$ cat src/rtl/pvp_pkg.sv
package pvp_pkg;

   // Pipelining variant of the compaction network
   typedef enum logic {
      PVP_NET_EACH_LAYER = 1'b0,   // one register after every exchange layer
      PVP_NET_ONE_STAGE  = 1'b1    // all layers combinational, one register
   } pvp_net_mode_e;

   // Registers ahead of the network: input capture and compare result
   localparam int PVP_FRONT_LAT = 2;

   function automatic int pvp_net_latency(int lanes, pvp_net_mode_e mode);
      return (mode == PVP_NET_EACH_LAYER) ? lanes : 1;
   endfunction

endpackage

$ cat src/rtl/pvp_flag_stage.sv
module pvp_flag_stage #(
   parameter int LANES = 8,
   parameter int WIDTH = 8
) (
   input  logic                   clk,
   input  logic                   rst_n,
   input  logic                   in_valid,
   input  logic [LANES*WIDTH-1:0] in_data,
   input  logic [WIDTH-1:0]       in_pivot,
   output logic                   f_valid,
   output logic [LANES*WIDTH-1:0] f_data,
   output logic [LANES-1:0]       f_flag
);

   logic                   cap_valid;
   logic [LANES*WIDTH-1:0] cap_data;
   logic [WIDTH-1:0]       cap_pivot;
   logic [LANES-1:0]       cmp_flag;

   // Stage 1: capture chunk together with its own pivot
   always_ff @(posedge clk or negedge rst_n) begin
      if (!rst_n) begin
         cap_valid <= 1'b0;
         f_valid   <= 1'b0;
      end else begin
         cap_valid <= in_valid;
         f_valid   <= cap_valid;
      end
   end

   always_ff @(posedge clk) begin
      cap_data  <= in_data;
      cap_pivot <= in_pivot;
      f_data    <= cap_data;
      f_flag    <= cmp_flag;
   end

   // Stage 2: unsigned per-lane compare against broadcast pivot
   for (genvar i = 0; i < LANES; i++) begin : g_cmp
      assign cmp_flag[i] = (cap_data[i*WIDTH +: WIDTH] <= cap_pivot);
   end

endmodule

$ cat src/rtl/pvp_swap_layer.sv
module pvp_swap_layer #(
   parameter int LANES = 8,
   parameter int WIDTH = 8,
   parameter int PHASE = 0
) (
   input  logic [LANES*WIDTH-1:0] in_data,
   input  logic [LANES-1:0]       in_flag,
   output logic [LANES*WIDTH-1:0] out_data,
   output logic [LANES-1:0]       out_flag
);

   // Pairs (j, j+1) with j%2 == PHASE exchange only when a high lane
   // precedes a low lane; equal keys never move, so order is preserved.
   for (genvar j = 0; j < LANES; j++) begin : g_lane
      localparam bit IS_LEFT  = ((j % 2) == PHASE) && (j + 1 < LANES);
      localparam bit IS_RIGHT = ((j % 2) != PHASE) && (j >= 1);
      if (IS_LEFT) begin : g_left
         logic xchg;
         assign xchg = !in_flag[j] && in_flag[j+1];
         assign out_data[j*WIDTH +: WIDTH] = xchg ? in_data[(j+1)*WIDTH +: WIDTH]
                                                  : in_data[j*WIDTH +: WIDTH];
         assign out_flag[j] = xchg ? in_flag[j+1] : in_flag[j];
      end else if (IS_RIGHT) begin : g_right
         logic xchg;
         assign xchg = !in_flag[j-1] && in_flag[j];
         assign out_data[j*WIDTH +: WIDTH] = xchg ? in_data[(j-1)*WIDTH +: WIDTH]
                                                  : in_data[j*WIDTH +: WIDTH];
         assign out_flag[j] = xchg ? in_flag[j-1] : in_flag[j];
      end else begin : g_pass
         assign out_data[j*WIDTH +: WIDTH] = in_data[j*WIDTH +: WIDTH];
         assign out_flag[j] = in_flag[j];
      end
   end

endmodule

$ cat src/rtl/pvp_compact_net.sv
module pvp_compact_net
   import pvp_pkg::*;
#(
   parameter int            LANES    = 8,
   parameter int            WIDTH    = 8,
   parameter pvp_net_mode_e NET_MODE = PVP_NET_EACH_LAYER
) (
   input  logic                   clk,
   input  logic                   rst_n,
   input  logic                   in_valid,
   input  logic [LANES*WIDTH-1:0] in_data,
   input  logic [LANES-1:0]       in_flag,
   output logic                   out_valid,
   output logic [LANES*WIDTH-1:0] out_data,
   output logic [LANES-1:0]       out_flag
);

   // LANES alternating layers fully sort a one-bit key
   if (NET_MODE == PVP_NET_EACH_LAYER) begin : g_each
      logic [LANES*WIDTH-1:0] w_data [LANES];
      logic [LANES-1:0]       w_flag [LANES];
      logic [LANES*WIDTH-1:0] q_data [LANES];
      logic [LANES-1:0]       q_flag [LANES];
      logic [LANES-1:0]       q_valid;

      for (genvar l = 0; l < LANES; l++) begin : g_layer
         if (l == 0) begin : g_first
            pvp_swap_layer #(.LANES(LANES), .WIDTH(WIDTH), .PHASE(l % 2)) u_layer (
               .in_data (in_data),
               .in_flag (in_flag),
               .out_data(w_data[l]),
               .out_flag(w_flag[l])
            );
         end else begin : g_next
            pvp_swap_layer #(.LANES(LANES), .WIDTH(WIDTH), .PHASE(l % 2)) u_layer (
               .in_data (q_data[l-1]),
               .in_flag (q_flag[l-1]),
               .out_data(w_data[l]),
               .out_flag(w_flag[l])
            );
         end
      end

      always_ff @(posedge clk or negedge rst_n) begin
         if (!rst_n) q_valid <= '0;
         else        q_valid <= {q_valid[LANES-2:0], in_valid};
      end

      always_ff @(posedge clk) begin
         for (int l = 0; l < LANES; l++) begin
            q_data[l] <= w_data[l];
            q_flag[l] <= w_flag[l];
         end
      end

      assign out_valid = q_valid[LANES-1];
      assign out_data  = q_data[LANES-1];
      assign out_flag  = q_flag[LANES-1];
   end else begin : g_one
      logic [LANES*WIDTH-1:0] w_data [LANES];
      logic [LANES-1:0]       w_flag [LANES];
      logic                   r_valid;
      logic [LANES*WIDTH-1:0] r_data;
      logic [LANES-1:0]       r_flag;

      for (genvar l = 0; l < LANES; l++) begin : g_layer
         if (l == 0) begin : g_first
            pvp_swap_layer #(.LANES(LANES), .WIDTH(WIDTH), .PHASE(l % 2)) u_layer (
               .in_data (in_data),
               .in_flag (in_flag),
               .out_data(w_data[l]),
               .out_flag(w_flag[l])
            );
         end else begin : g_next
            pvp_swap_layer #(.LANES(LANES), .WIDTH(WIDTH), .PHASE(l % 2)) u_layer (
               .in_data (w_data[l-1]),
               .in_flag (w_flag[l-1]),
               .out_data(w_data[l]),
               .out_flag(w_flag[l])
            );
         end
      end

      always_ff @(posedge clk or negedge rst_n) begin
         if (!rst_n) r_valid <= 1'b0;
         else        r_valid <= in_valid;
      end

      always_ff @(posedge clk) begin
         r_data <= w_data[LANES-1];
         r_flag <= w_flag[LANES-1];
      end

      assign out_valid = r_valid;
      assign out_data  = r_data;
      assign out_flag  = r_flag;
   end

endmodule

$ cat src/rtl/pivot_split_unit.sv
module pivot_split_unit
   import pvp_pkg::*;
#(
   parameter int            LANES    = 8,
   parameter int            WIDTH    = 8,
   parameter pvp_net_mode_e NET_MODE = PVP_NET_EACH_LAYER,
   localparam int           CNT_W    = $clog2(LANES + 1),
   localparam int           LATENCY  = PVP_FRONT_LAT + pvp_net_latency(LANES, NET_MODE)
) (
   input  logic                   clk,
   input  logic                   rst_n,
   input  logic                   in_valid,
   input  logic [LANES*WIDTH-1:0] in_data,
   input  logic [WIDTH-1:0]       in_pivot,
   output logic                   out_valid,
   output logic [LANES*WIDTH-1:0] out_data,
   output logic [CNT_W-1:0]       out_split
);

   if (LANES < 2) begin : g_bad_lanes
      $error("pivot_split_unit: LANES must be at least 2");
   end
   if (WIDTH < 1) begin : g_bad_width
      $error("pivot_split_unit: WIDTH must be at least 1");
   end

   logic                   f_valid;
   logic [LANES*WIDTH-1:0] f_data;
   logic [LANES-1:0]       f_flag;
   logic [LANES-1:0]       sorted_flag;
   logic [CNT_W-1:0]       low_cnt;

   pvp_flag_stage #(.LANES(LANES), .WIDTH(WIDTH)) u_flag (
      .clk     (clk),
      .rst_n   (rst_n),
      .in_valid(in_valid),
      .in_data (in_data),
      .in_pivot(in_pivot),
      .f_valid (f_valid),
      .f_data  (f_data),
      .f_flag  (f_flag)
   );

   pvp_compact_net #(.LANES(LANES), .WIDTH(WIDTH), .NET_MODE(NET_MODE)) u_net (
      .clk      (clk),
      .rst_n    (rst_n),
      .in_valid (f_valid),
      .in_data  (f_data),
      .in_flag  (f_flag),
      .out_valid(out_valid),
      .out_data (out_data),
      .out_flag (sorted_flag)
   );

   // Split index: number of low keys that travelled with the chunk
   always_comb begin
      low_cnt = '0;
      for (int i = 0; i < LANES; i++) begin
         low_cnt = low_cnt + CNT_W'(sorted_flag[i]);
      end
   end

   assign out_split = low_cnt;

endmodule

$ cat config.mk
export PLATFORM = sky130hd
export DESIGN_NAME = pivot_split_unit
export DESIGN_NICKNAME = d
export VERILOG_FILES = /design/src/rtl/pvp_pkg.sv /design/src/rtl/pvp_flag_stage.sv /design/src/rtl/pvp_swap_layer.sv /design/src/rtl/pvp_compact_net.sv /design/src/rtl/pivot_split_unit.sv
export SDC_FILE = /design/constraint.sdc
export NUM_CORES = 1
export LEC_CHECK = 0
export BUFFER_PORTS_ARGS = -buffer_cell sky130_fd_sc_hd__buf_2
export CORE_ASPECT_RATIO = 0.75
export CORE_MARGIN = 4
export CORE_UTILIZATION = 40
export CTS_CLUSTER_DIAMETER = 50
export DETAILED_ROUTE_END_ITERATION = 10
export GPL_TIMING_DRIVEN = 1
export PLACE_DENSITY_LB_ADDON = 0.12
export SLEW_MARGIN = 10
export SYNTH_ARGS = -nofsm -noshare
export SYNTH_HDL_FRONTEND = slang
export SYNTH_SLANG_ARGS = --single-unit
$ cat constraint.sdc
create_clock -name clk -period 3.3 [get_ports clk]
set_input_delay 0.495 -clock clk [delete_from_list [all_inputs] [get_ports clk]]
set_output_delay 0.495 -clock clk [all_outputs]
set_load 0.01 [all_outputs]
==> impl_summary.log, run 1 <==
[metrics] outcome: finished, violations left
[metrics] violated checks: negative setup slack
[metrics] total grt overflow: 0
[metrics] clock sink count: 730
[metrics] TritonCTS Buffers: 71
[metrics] unrepaired setup endpoints after global routing: yes
[metrics] final hold viol count: 0
[metrics] count of inserted antenna diode cells: 0
[metrics] minimum setup slack after placement: -0.0259 ns
[metrics] number of I/O pins: 144
[metrics] met3 wire length: around 1600 µm
[metrics] Longest Clk Path Bufs: 3
[metrics] highest metal used: met4
[metrics] Min-Delay Path Class: in2async
[metrics] antenna violations before repair: 0
[metrics] Routability Congestion: 0.824
[metrics] clock root buffer: sky130_fd_sc_hd__clkbuf_16
[metrics] Worst IR Drop VDD: around 0.37 mV
[metrics] number of failing setup endpoints in the final timing report: 4
[metrics] clock latency reported for the late side of the worst-skew pair: roughly 0.6 ns
[metrics] Synth Instances: 2,486
[metrics] remaining number of nets flagged by the antenna check after routing: 0
[metrics] starting density of the core: 0.408
[metrics] sequential share of the synthesized area: 0.638
[metrics] shortest period the worst path allows: between 3 and 4 ns
[metrics] max-slew violation count: 0
[metrics] final std cell area, no fill: 0.0269 mm²
[metrics] I/O Buffers: 143
[metrics] hpwl dp: ~34,000 µm
[metrics] crit start category: flop
[metrics] largest net degree at the start of global routing: 17
[metrics] capture instance of the worst register-to-register path: u_flag.f_flag[5]$_DFF_P_
[metrics] Post-layout nets: 2,811
[metrics] via count of the first global-routing pass: ~15,000
[metrics] number of warnings reported in the yosys synthesis log: 0
[metrics] Placement Rows: 75
[metrics] TritonCTS clock tree: yes
[metrics] average wire per cell in the routed design: 13.0 µm
[metrics] total routed wirelength: 45,200 µm
[metrics] syn avg cell area: 9.25 µm²
[metrics] drt pass-1 iters: 5
[metrics] number of library cell types mapped by synthesis: 18
[metrics] crit path capture type: output pin
[metrics] synthesized area: between 0.02 and 0.025 mm²
[metrics] global-route wire length before repair: between 70,000 and 80,000 µm
[metrics] drt via density: 4.28
[metrics] max cap viols: 0
[metrics] H-tree depth: 3
[metrics] total length of routed met2 wires: 19,500 µm
[metrics] WP data required: 2.80 ns
[metrics] sequential cell area in the final layout: about 0.015 mm²
[metrics] DRT met1 WL: around 23,000 µm
[metrics] Via Count: ~15,000
[metrics] Clock Pin Slew Worst Setup and Hold Paths: 0.06 ns
[metrics] Pleak: about 13 nW
[metrics] area occupied by multi-input gates: 0.00720 mm²
[metrics] FILL cells: 5,334
[metrics] synthesized netlist net count: 2,632
[metrics] Arrival @ worst endpoint: between 3 and 4 ns
[metrics] overall track demand over capacity in global routing: 0.148
[metrics] power per unit of standard cell area: 918 mW/mm²
[metrics] DR iter-0 viols: 642
[metrics] Relative slew margins: 0.326
[metrics] path type of the worst setup path: reg2out
[metrics] Vert. Die Dim: ~220 µm
[metrics] fin worst setup slack: -0.527 ns
[metrics] FMAX: 0.261 GHz
[metrics] Worst R2R Path Depth: 6
[metrics] instance area at placement: 0.0236 mm²
[metrics] Seq cells post-synth: 730
[metrics] worst flop-to-flop path startpoint: u_flag.cap_pivot[1]$_DFF_P_
[metrics] layout cells sized above 1: 0.109
[metrics] Core Region: 0.0564 mm²
[metrics] DIE AREA: 0.0614 mm²
[metrics] critical path fanouts, max: 2
[metrics] signed area change from the synthesized netlist to the final layout: 17.1%
[metrics] worst reg2reg setup slack: 1.67 ns
[metrics] width of the die: 285 µm
[metrics] Final period util: 1.16
[metrics] slew at the pin closest to its max-slew limit: 1.01 ns
[metrics] number of DRC violations after detailed routing: 0
[metrics] maximum clock skew at final layout: 0.0220 ns
==> metal layers <==
| metal | vias to the layer above | global-route usage |
|---|---|---|
| met1 | 6672 | 0.206 |
| met5 | - | 0 |
| li1 | 7957 | - |
| met2 | 228 | 0.235 |
| met4 | 0 | 0.0468 |
| met3 | 79 | 0.0300 |
==> final cells by class <==
type | instances | share of cell area
Sequential cell | 730 | 0.545
Clock buffer | 103 | 0.0803
Clock inverter | 23 | 0.0135
Tap cell | 770 | 0.0358
Timing Repair Buffer | 218 | 0.0546
Multi-Input combinational cell | 1618 | 0.267
Inverter | 26 | 0.00362
==> how the worst max path moves through the flow <==
stage                                       startpoint      endpoint  slack, ns  cells past startpoint
finish              u_net.g_each.q_flag[1][27]$_DFF_P_  out_split[1]      -0.53                     10
global route        u_net.g_each.q_flag[1][27]$_DFF_P_  out_split[1]      -0.63                     10
CTS                 u_net.g_each.q_flag[1][27]$_DFF_P_  out_split[1]      -0.64                     10
detailed placement  u_net.g_each.q_flag[1][24]$_DFF_P_  out_split[2]      -0.03                     10
global placement    u_net.g_each.q_flag[1][24]$_DFF_P_  out_split[2]       0.05                     10
floorplan           u_net.g_each.q_flag[1][24]$_DFF_P_  out_split[2]       0.14                      9
==> critical path, stage by stage, from the launching register on <==
cell and delay (ns):
sky130_fd_sc_hd__dfxtp_2 0.32, sky130_fd_sc_hd__fa_1 0.53, sky130_fd_sc_hd__inv_1 0.05, sky130_fd_sc_hd__fa_1 0.50, sky130_fd_sc_hd__fa_2 0.44, sky130_fd_sc_hd__inv_2 0.08, sky130_fd_sc_hd__ha_4 0.13, sky130_fd_sc_hd__inv_2 0.03
sky130_fd_sc_hd__fa_2 0.51, sky130_fd_sc_hd__inv_1 0.03, sky130_fd_sc_hd__buf_2 0.12
==> registers in the layout (all words and copies together) (netlist names) <==
name	cells
u_flag.cap_pivot	8
u_flag.f_valid	1
u_net.g_each.q_flag	64
u_net.g_each.q_data	512
u_net.g_each.q_valid	8
u_flag.f_flag	8
u_flag.cap_valid	1
u_flag.cap_data	64
u_flag.f_data	64
==> report_power, final <==
part           internal [W]  leakage, nW  switching (W)
clock network       0.00526         1.25        0.00323
registers            0.0112         6.16        0.00126
logic               0.00148         5.78        0.00226
==> repair_timing <==
item	4_1_cts	5_1_grt
cloned	0	0
endpoints found under the setup margin	4	4
resized for setup	11	1
hold buffers	74	0
endpoints found under the hold margin	83	0
pin swaps	6	3
setup buffers	0	1
==> metrics by stage <==
step	TNS, ns	hold WS, ns	utilization	total power [W]	instances
floorplan	0	0.199	-	0.0150	2486
global placement	0	0.312	0.419	0.0162	3287
detailed placement	-0.0259	0.312	0.419	0.0163	3287
CTS	-1.72	0.238	0.477	0.0250	3487
global route	-1.77	0.285	0.477	0.0262	3488
finish	-1.37	0.280	0.477	0.0247	3488
==> synth_stat cells (all sizes together) <==
cell,n,share of area
inv,26,0.0042
dfxtp,720,0.63
nand2,1352,0.22
dfrtp,10,0.011
xnor2,1,0.00038
nand2b,28,0.0076
o22ai,8,0.0022
o211ai,8,0.0026
ha,67,0.036
nor2b,37,0.010
o21ai,8,0.0017
fa,4,0.0035
buf,112,0.046
a21oi,33,0.0072
or2,28,0.0076
and2,28,0.0076
nand4,16,0.0044
==> layout by cell type (no fill, tap or decap), types with 2 or more instances in the layout <==
| cell | n |
|---|---|
| sky130_fd_sc_hd__nor2b_1 | 37 |
| sky130_fd_sc_hd__fa_2 | 2 |
| sky130_fd_sc_hd__nand2b_1 | 28 |
| sky130_fd_sc_hd__inv_2 | 3 |
| sky130_fd_sc_hd__dlygate4sd3_1 | 74 |
| sky130_fd_sc_hd__and2_1 | 28 |
| sky130_fd_sc_hd__clkinv_2 | 10 |
| sky130_fd_sc_hd__bufinv_16 | 9 |
| sky130_fd_sc_hd__clkbuf_1 | 11 |
| sky130_fd_sc_hd__o22ai_1 | 8 |
| sky130_fd_sc_hd__inv_1 | 23 |
| sky130_fd_sc_hd__or2_2 | 28 |
| sky130_fd_sc_hd__a21oi_1 | 32 |
| sky130_fd_sc_hd__ha_1 | 66 |
| sky130_fd_sc_hd__buf_2 | 142 |
| sky130_fd_sc_hd__fa_1 | 2 |
| sky130_fd_sc_hd__dfxtp_1 | 718 |
| sky130_fd_sc_hd__nand2_1 | 1352 |
| sky130_fd_sc_hd__nand4_1 | 16 |
| sky130_fd_sc_hd__o21ai_0 | 8 |
| sky130_fd_sc_hd__dfxtp_2 | 2 |
| sky130_fd_sc_hd__o211ai_1 | 8 |
| sky130_fd_sc_hd__dfrtp_1 | 10 |
| sky130_fd_sc_hd__clkbuf_16 | 76 |
| sky130_fd_sc_hd__clkbuf_8 | 16 |
==> logic make-up after synthesis <==
family / count (synthesis) / synth area share
and+or+nand+nor: 1489 / 0.258
buffers and inverters: 138 / 0.0500
adders and majority gates: 71 / 0.0400
xor gates and xnor gates: 1 / 0.000381
DFF: 730 / 0.638
AOI/OAI and AO/OA: 57 / 0.0137
No activity file was read; power rests on OpenSTA's default activity.
==> run 2: changes to the inputs <==
--- a/config.mk
+++ b/config.mk
@@ -6,7 +6,6 @@
 export NUM_CORES = 1
 export LEC_CHECK = 0
 export BUFFER_PORTS_ARGS = -buffer_cell sky130_fd_sc_hd__buf_2
-export CORE_ASPECT_RATIO = 0.75
 export CORE_MARGIN = 4
 export CORE_UTILIZATION = 40
 export CTS_CLUSTER_DIAMETER = 50
==> constraint.sdc (replaced) <==
create_clock -name clk -period 4.2 [get_ports clk]
set_input_delay 0.63 -clock clk [delete_from_list [all_inputs] [get_ports clk]]
set_output_delay 0.63 -clock clk [all_outputs]
set_load 0.01 [all_outputs]
==> impl_summary.log, run 2 (synthesized netlist as in run 1, its figures left out) <==
[metrics] worst path cell trace: fa_1 > inv_1 > fa_1 > fa_1 > inv_1 > ha_2 > inv_1 > fa_2 > inv_1 > buf_2
[metrics] master of the slowest instance on the critical path: sky130_fd_sc_hd__fa_2
[metrics] critical path fanouts, max: 2
[metrics] shortest period the worst path allows: 4.05 ns
[metrics] starting density of the core: 0.406
[metrics] width of the die: 248 µm
[metrics] leading cell type in the layout, fill and taps excluded: sky130_fd_sc_hd__nand2_1
[metrics] crit path capture type: output pin
[metrics] layout cells sized above 1: 0.112
[metrics] share of the core filled with cells: 0.464
[metrics] total grt overflow: 0
[metrics] average wire per cell in the routed design: approximately 13 µm
[metrics] H-tree depth: 3
[metrics] global-route wire length before repair: 72,700 µm
[metrics] capture instance of the worst register-to-register path: u_flag.f_flag[3]$_DFF_P_
[metrics] total routed wirelength: 44,300 µm
[metrics] worst-case hold slack: around 0.13 ns
[metrics] busiest layer in global routing: met2
[metrics] most frequent CP cell: sky130_fd_sc_hd__inv_1
[metrics] fin worst setup slack: between 0.1 and 0.15 ns
[metrics] Routability Congestion: 0.815
[metrics] Via Count: 14,700
[metrics] minimum setup slack after placement: 0.736 ns
[metrics] grt met3 use: 0.0296
[metrics] Pleak: 12.9 nW
[metrics] TritonCTS Buffers: 78
[metrics] hpwl dp: roughly 34,000 µm
[metrics] TritonCTS clock tree: yes
[metrics] max cap viols: 0
[metrics] I/O Buffers: 143
[metrics] met1 usage: 0.177
[metrics] maximum clock skew at final layout: 0.0155 ns
[metrics] max reg flops: 512
[metrics] DR iter-0 viols: 590
[metrics] Post-layout nets: 2,744
[metrics] Core Region: 0.0566 mm²
[metrics] sum of negative setup slack: 0 ns
[metrics] Arrival @ worst endpoint: approximately 3.4 ns
[metrics] worst reg2reg setup slack: 2.61 ns
[metrics] Worst IR Drop VDD: 0.353 mV
[metrics] total instance count after detailed placement: 3,273
[metrics] number of I/O pins: 144
[metrics] power per unit of standard cell area: 743 mW/mm²
[metrics] outcome: complete, no violations
[metrics] drt pass-1 iters: 6
[metrics] number of failing setup endpoints in the final timing report: 0
[metrics] commonest cells after routing, fill and taps aside: sky130_fd_sc_hd__nand2_1 (1,352), sky130_fd_sc_hd__dfxtp_1 (720), sky130_fd_sc_hd__buf_2 (143)
[metrics] Worst R2R Path Depth: 6
[metrics] drt via density: 4.32
[metrics] FMAX: 0.247 GHz
[metrics] Min-Delay Path Class: in2reg
[metrics] register ranked first by flip-flop count: u_net.g_each.q_data
[metrics] capture endpoint of the worst hold path: u_flag.cap_data[33]$_DFF_P_
[metrics] remaining number of nets flagged by the antenna check after routing: 0
[metrics] via count of the first global-routing pass: 14,800
[metrics] Placement Rows: 87
[metrics] met2 layer usage reported by global route: 0.250
[metrics] worst min-delay path startpoint: in_data[33]
[metrics] FILL cells: 5,442
[metrics] Final period util: 0.965
[metrics] antenna violations before repair: 0
[metrics] clock sink count: 730
[metrics] Non-Filler Instances: 3,412
[metrics] Cells on Worst Hold Path: 1
[metrics] Clock Pin Slew Worst Setup and Hold Paths: about 0.06 ns
[metrics] unrepaired setup endpoints after global routing: no
[metrics] peak per-stage delay on the critical path: 0.56 ns
[metrics] WP data required: 3.57 ns
[metrics] DIE AREA: 0.0614 mm²
[metrics] clock root buffer: sky130_fd_sc_hd__clkbuf_16
[metrics] crit start category: flop
[metrics] max-slew violation count: 0
[metrics] overall track demand over capacity in global routing: 0.145
[metrics] worst flop-to-flop path startpoint: u_flag.cap_pivot[1]$_DFF_P_
[metrics] final hold viol count: 0
[metrics] count of inserted antenna diode cells: 0
[metrics] clock latency reported for the late side of the worst-skew pair: around 0.59 ns
[metrics] slew at the pin closest to its max-slew limit: 1.04 ns
[metrics] number of DRC violations after detailed routing: 0
[metrics] Relative slew margins: 0.308
[metrics] signed area change from the synthesized netlist to the final layout: 14.3%
[metrics] Longest Clk Path Bufs: 3
[metrics] Vert. Die Dim: 248 µm
[metrics] largest net degree at the start of global routing: 17
[metrics] path type of the worst setup path: reg2out
[metrics] Post-CTS Setup Bufs: 0
run 2: worst max-delay path by stage:
stage / startpoint / endpoint / slack [ns] / cells past startpoint
after floorplan: u_net.g_each.q_flag[1][24]$_DFF_P_ / out_split[2] / 0.90 / 9
after global placement: u_net.g_each.q_flag[1][24]$_DFF_P_ / out_split[2] / 0.82 / 10
after detailed placement: u_net.g_each.q_flag[1][24]$_DFF_P_ / out_split[2] / 0.74 / 10
after CTS: u_net.g_each.q_flag[1][24]$_DFF_P_ / out_split[2] / 0.09 / 10
after global routing: u_net.g_each.q_flag[1][24]$_DFF_P_ / out_split[2] / 0.008 / 10
final: u_net.g_each.q_flag[1][24]$_DFF_P_ / out_split[1] / 0.15 / 10
run 2: stage by stage:
stage / area, µm² / power (W)
floorplan: 23000 / 0.0118
global placement: 23600 / 0.0127
detailed placement: 23600 / 0.0128
CTS: 26300 / 0.0198
global route: 26300 / 0.0207
finish: 26300 / 0.0195
run 2: layer usage:
| metal | share of wire | wire (µm) | vias to the layer above |
|---|---|---|---|
| met4 | 0.031 | 1380 | 0 |
| li1 | - | - | 7814 |
| met3 | 0.044 | 1970 | 88 |
| met5 | 0 | 0 | - |
| met1 | 0.45 | 20000 | 6562 |
| met2 | 0.47 | 21000 | 267 |
run 2: what timing repair did:
| action | in CTS | in global routing |
|---|---|---|
| hold buffers | 1 | 0 |
| setup endpoints to repair | 0 | 1 |
| hold endpoints to repair | 10 | 0 |
| resized for setup | 0 | 2 |
run 2: cell type report:
type | instances | area (µm²) | share of cell area
Clock buffer | 104 | 2200 | 0.0839
Clock inverter | 34 | 458 | 0.0174
Inverter | 26 | 97.6 | 0.00371
Multi-Input combinational cell | 1618 | 7180 | 0.273
Sequential cell | 730 | 14700 | 0.558
Tap cell | 756 | 946 | 0.0360
Timing Repair Buffer | 144 | 726 | 0.0276
run 2: critical path, delay by kind of cell (launching register included):
family                   cells  cell delay [ns]
buffers and inverters        5             0.36
flip-flops                   1             0.31
adder cells (fa/ha/maj)      5             2.16
run 2: report_power, final:
| group | switching (W) | internal (W) |
|---|---|---|
| sequential | 0.000988 | 0.00881 |
| clock | 0.00263 | 0.00431 |
| combinational | 0.00172 | 0.00106 |
==> run 3: changes to the inputs <==
--- a/config.mk
+++ b/config.mk
@@ -15,4 +15,5 @@
 export SLEW_MARGIN = 10
 export SYNTH_ARGS = -nofsm -noshare
 export SYNTH_HDL_FRONTEND = slang
+export SYNTH_HIERARCHICAL = 1
 export SYNTH_SLANG_ARGS = --single-unit
==> impl_summary.log, run 3 <==
[metrics] outcome: complete, no violations
[metrics] layout cells sized above 1: 0.389
[metrics] combinational family with the most area after synthesis: multiplexers
[metrics] adder-cell area share of the yosys netlist: 0.0365
[metrics] Final period util: 0.941
[metrics] unrepaired setup endpoints after global routing: no
[metrics] max cap viols: 0
[metrics] most frequent cells after synthesis: sky130_fd_sc_hd__dfxtp_1 (720), sky130_fd_sc_hd__mux2_4 (352), sky130_fd_sc_hd__buf_4 (156)
[metrics] crit path capture type: output pin
[metrics] met2 layer usage reported by global route: 0.216
[metrics] post-synthesis mux area share: 0.253
[metrics] dominant synthesized flop cell: sky130_fd_sc_hd__dfxtp_1
[metrics] H-tree depth: 3
[metrics] fraction of synthesized cell area in xor and xnor cells: 0.000348
[metrics] total routed wirelength: 41,200 µm
[metrics] register ranked first by flip-flop count: u_net/g_each.q_data
[metrics] worst path cell trace: inv_1 > fa_1 > fa_1 > fa_1 > inv_1 > ha_1 > inv_1 > fa_1 > inv_1 > buf_2
[metrics] FFs w/ async S/R, synth: 0.0137
[metrics] met1 usage: 0.146
[metrics] Core Region: 0.0621 mm²
[metrics] Relative slew margins: 0.307
[metrics] clock root buffer: sky130_fd_sc_hd__clkbuf_16
[metrics] Min-Delay Path Class: in2reg
[metrics] Worst IR Drop VDD: 0.339 mV
[metrics] peak per-stage delay on the critical path: 0.57 ns
[metrics] commonest cells after routing, fill and taps aside: sky130_fd_sc_hd__dfxtp_1 (720), sky130_fd_sc_hd__mux2_4 (352), sky130_fd_sc_hd__buf_2 (143)
[metrics] critical path depth in cells: 10
[metrics] global-route wire length before repair: 65,700 µm
[metrics] slew at the pin closest to its max-slew limit: 1.04 ns
[metrics] worst setup path endpoint: out_split[1]
[metrics] antenna violations before repair: 0
[metrics] master of the slowest instance on the critical path: sky130_fd_sc_hd__fa_1
[metrics] signed area change from the synthesized netlist to the final layout: 11.2%
[metrics] sum of negative setup slack: 0 ns
[metrics] number of I/O pins: between 100 and 150
[metrics] leading cell type in the layout, fill and taps excluded: sky130_fd_sc_hd__dfxtp_1
[metrics] final hold viol count: 0
[metrics] WP data required: about 3.6 ns
[metrics] number of DRC violations after detailed routing: 0
[metrics] clock latency reported for the late side of the worst-skew pair: 0.60 ns
[metrics] sequential share of the synthesized area: 0.582
[metrics] drt via density: roughly 4.2
[metrics] Seq cells post-synth: 730
[metrics] critical path fanouts, max: 2
[metrics] average wire per cell in the routed design: 15.8 µm
[metrics] cell family with most CP delay: adder cells
[metrics] Synth Instances: 1,681
[metrics] path type of the worst setup path: reg2out
[metrics] synthesized netlist net count: 1,827
[metrics] busiest layer in global routing: met2
[metrics] post-synthesis compound-gate area fraction: 0.0173
[metrics] number of library cell types mapped by synthesis: 25
[metrics] clock sink count: 730
[metrics] capture instance of the worst register-to-register path: u_net/g_each.q_data[1][232]$_DFF_P_
[metrics] proportion of netlist area held by the largest area contributor: 0.572
[metrics] Longest Clk Path Bufs: 3
[metrics] power per unit of standard cell area: around 740 mW/mm²
[metrics] most frequent cell after synthesis: sky130_fd_sc_hd__dfxtp_1
[metrics] largest net degree at the start of global routing: 15
[metrics] drt pass-1 iters: 4
[metrics] hpwl dp: 31,600 µm
[metrics] crit start category: flop
[metrics] DIE AREA: ~0.067 mm²
[metrics] max-slew violation count: 0
[metrics] syn avg cell area: ~15 µm²
[metrics] FMAX: about 0.25 GHz
[metrics] total of cells resized after clock tree synthesis: 0
[metrics] TritonCTS clock tree: yes
[metrics] DR iter-0 viols: around 270
[metrics] via count of the first global-routing pass: 12,100
[metrics] worst reg2reg setup slack: between 2 and 3 ns
[metrics] Vert. Die Dim: 259 µm
[metrics] Arrival @ worst endpoint: 3.32 ns
[metrics] Post-synth EDFFs: 0
[metrics] synthesized-area fraction occupied by and/or/nand/nor cells: 0.0406
[metrics] Post-layout nets: 1,853
[metrics] overall track demand over capacity in global routing: 0.123
[metrics] remaining number of nets flagged by the antenna check after routing: 0
[metrics] Placement Rows: 91
[metrics] Routability Congestion: 0.815
[metrics] top cells by area in the synthesized netlist: sky130_fd_sc_hd__dfxtp_1 (57%), sky130_fd_sc_hd__mux2_4 (21%), sky130_fd_sc_hd__buf_4 (4.6%), sky130_fd_sc_hd__mux2_1 (4.3%), sky130_fd_sc_hd__ha_1 (3.3%)
[metrics] total instance count after detailed placement: around 2,500
[metrics] shortest period the worst path allows: slightly below 4 ns
[metrics] width of the die: ~260 µm
[metrics] total grt overflow: 0
[metrics] number of failing setup endpoints in the final timing report: 0
[metrics] Via Count: between 10,000 and 15,000
[metrics] Clock Pin Slew Worst Setup and Hold Paths: 0.06 ns
[metrics] Non-Filler Instances: approximately 2,600
[metrics] I/O Buffers: 143
[metrics] max reg flops: 512
[metrics] starting density of the core: 0.406
[metrics] worst flop-to-flop path startpoint: u_net/g_each.q_flag[1][22]$_DFF_P_
[metrics] number of warnings reported in the yosys synthesis log: 6
[metrics] Worst R2R Path Depth: 2
[metrics] Pleak: approximately 13 nW
[metrics] grt met3 use: 0.0301
[metrics] count of inserted antenna diode cells: 0
[metrics] Post-CTS Setup Bufs: 0
[metrics] synthesized area: about 0.025 mm²
[metrics] Crit path buffers/inverters: 5
[metrics] startpoint of the most critical setup path: u_net/g_each.q_flag[1][24]$_DFF_P_
[metrics] top cell type by total area after synthesis: sky130_fd_sc_hd__dfxtp_1
[metrics] TritonCTS Buffers: 80
[metrics] maximum clock skew at final layout: 0.0166 ns
-- run 3: cell types whose count changed after synthesis, moves of 16 or more --
| cell | change |
|---|---|
| sky130_fd_sc_hd__buf_4 | +100 |
| sky130_fd_sc_hd__mux2_1 | +96 |
| sky130_fd_sc_hd__mux2_4 | +352 |
| sky130_fd_sc_hd__nand2_1 | -1344 |
| sky130_fd_sc_hd__or2_1 | +16 |
| sky130_fd_sc_hd__or2_2 | -16 |
-- run 3: worst min path at each step --
stage | from | endpoint | slack [ns] | cells past startpoint
final | in_pivot[0] | u_flag/cap_pivot[0]$_DFF_P_ | 0.12 | 1
after global routing | in_data[41] | u_flag/cap_data[41]$_DFF_P_ | 0.08 | 1
after CTS | in_data[41] | u_flag/cap_data[41]$_DFF_P_ | 0.07 | 1
after detailed placement | u_net/g_each.q_data[1][60]$_DFF_P_ | u_net/g_each.q_data[1][124]$_DFF_P_ | 0.31 | 0
after global placement | u_net/g_each.q_data[1][60]$_DFF_P_ | u_net/g_each.q_data[1][124]$_DFF_P_ | 0.31 | 0
after floorplan | rst_n | u_flag/cap_valid$_DFF_PN0_ | 0.33 | 0
-- run 3: worst reg2reg max path: cells and delay by family (launching register included) --
family           cells  cell delay (ns)
and+or+nand+nor      1             0.82
muxes                1             0.36
DFF                  1             0.35
-- run 3: cell type report --
cell class,instances,area [µm²]
Sequential cell,730,14700
Fill cell,5553,34100
Timing Repair Buffer,144,726
Inverter,29,109
Clock buffer,114,2350
Tap cell,837,1050
Multi-Input combinational cell,722,8750
Clock inverter,33,350
-- run 3: power by group --
part	internal, W	leakage [nW]	switching, W	total, W
Sequential	0.00885	6.18	0.00106	0.00991
Combinational	0.00257	5.13	0.00130	0.00387
Clock	0.00424	1.32	0.00268	0.00691
-- run 3: repair_timing --
item / in CTS / in global routing
endpoints found under the setup margin: 0 / 0
hold buffers: 1 / 0
endpoints found under the hold margin: 10 / 0
-- run 3: routing by layer --
metal | up-vias | part of all wire
li1 | 5593 | -
met1 | 5092 | 0.43
met2 | 213 | 0.49
met3 | 108 | 0.040
met4 | 0 | 0.032
met5 | - | 0
-- run 3: cells by family (layout without fill, tap and decap cells) --
kind of cell,after synthesis,in the layout
adder cells (fa/ha/maj),71,71
multiplexers,448,448
AO/OA/AOI/OAI,57,57
flip-flops,730,730
AND/OR/NAND/NOR,145,145
buffers and inverters,229,320
XOR/XNOR,1,1
-- run 3: through the flow --
stage          area [µm²]  worst slack [ns]  power [W]   util  hold slack (ns)
6_report            28000             0.248     0.0207  0.451            0.123
3_5_place_dp        25300             0.862     0.0140  0.408            0.312
4_1_cts             28000             0.179     0.0211  0.451           0.0734
3_3_place_gp        25300             0.911     0.0140  0.408            0.313
5_1_grt             28000            0.0883     0.0218  0.451           0.0776
2_1_floorplan       25200             0.914     0.0134      -            0.331
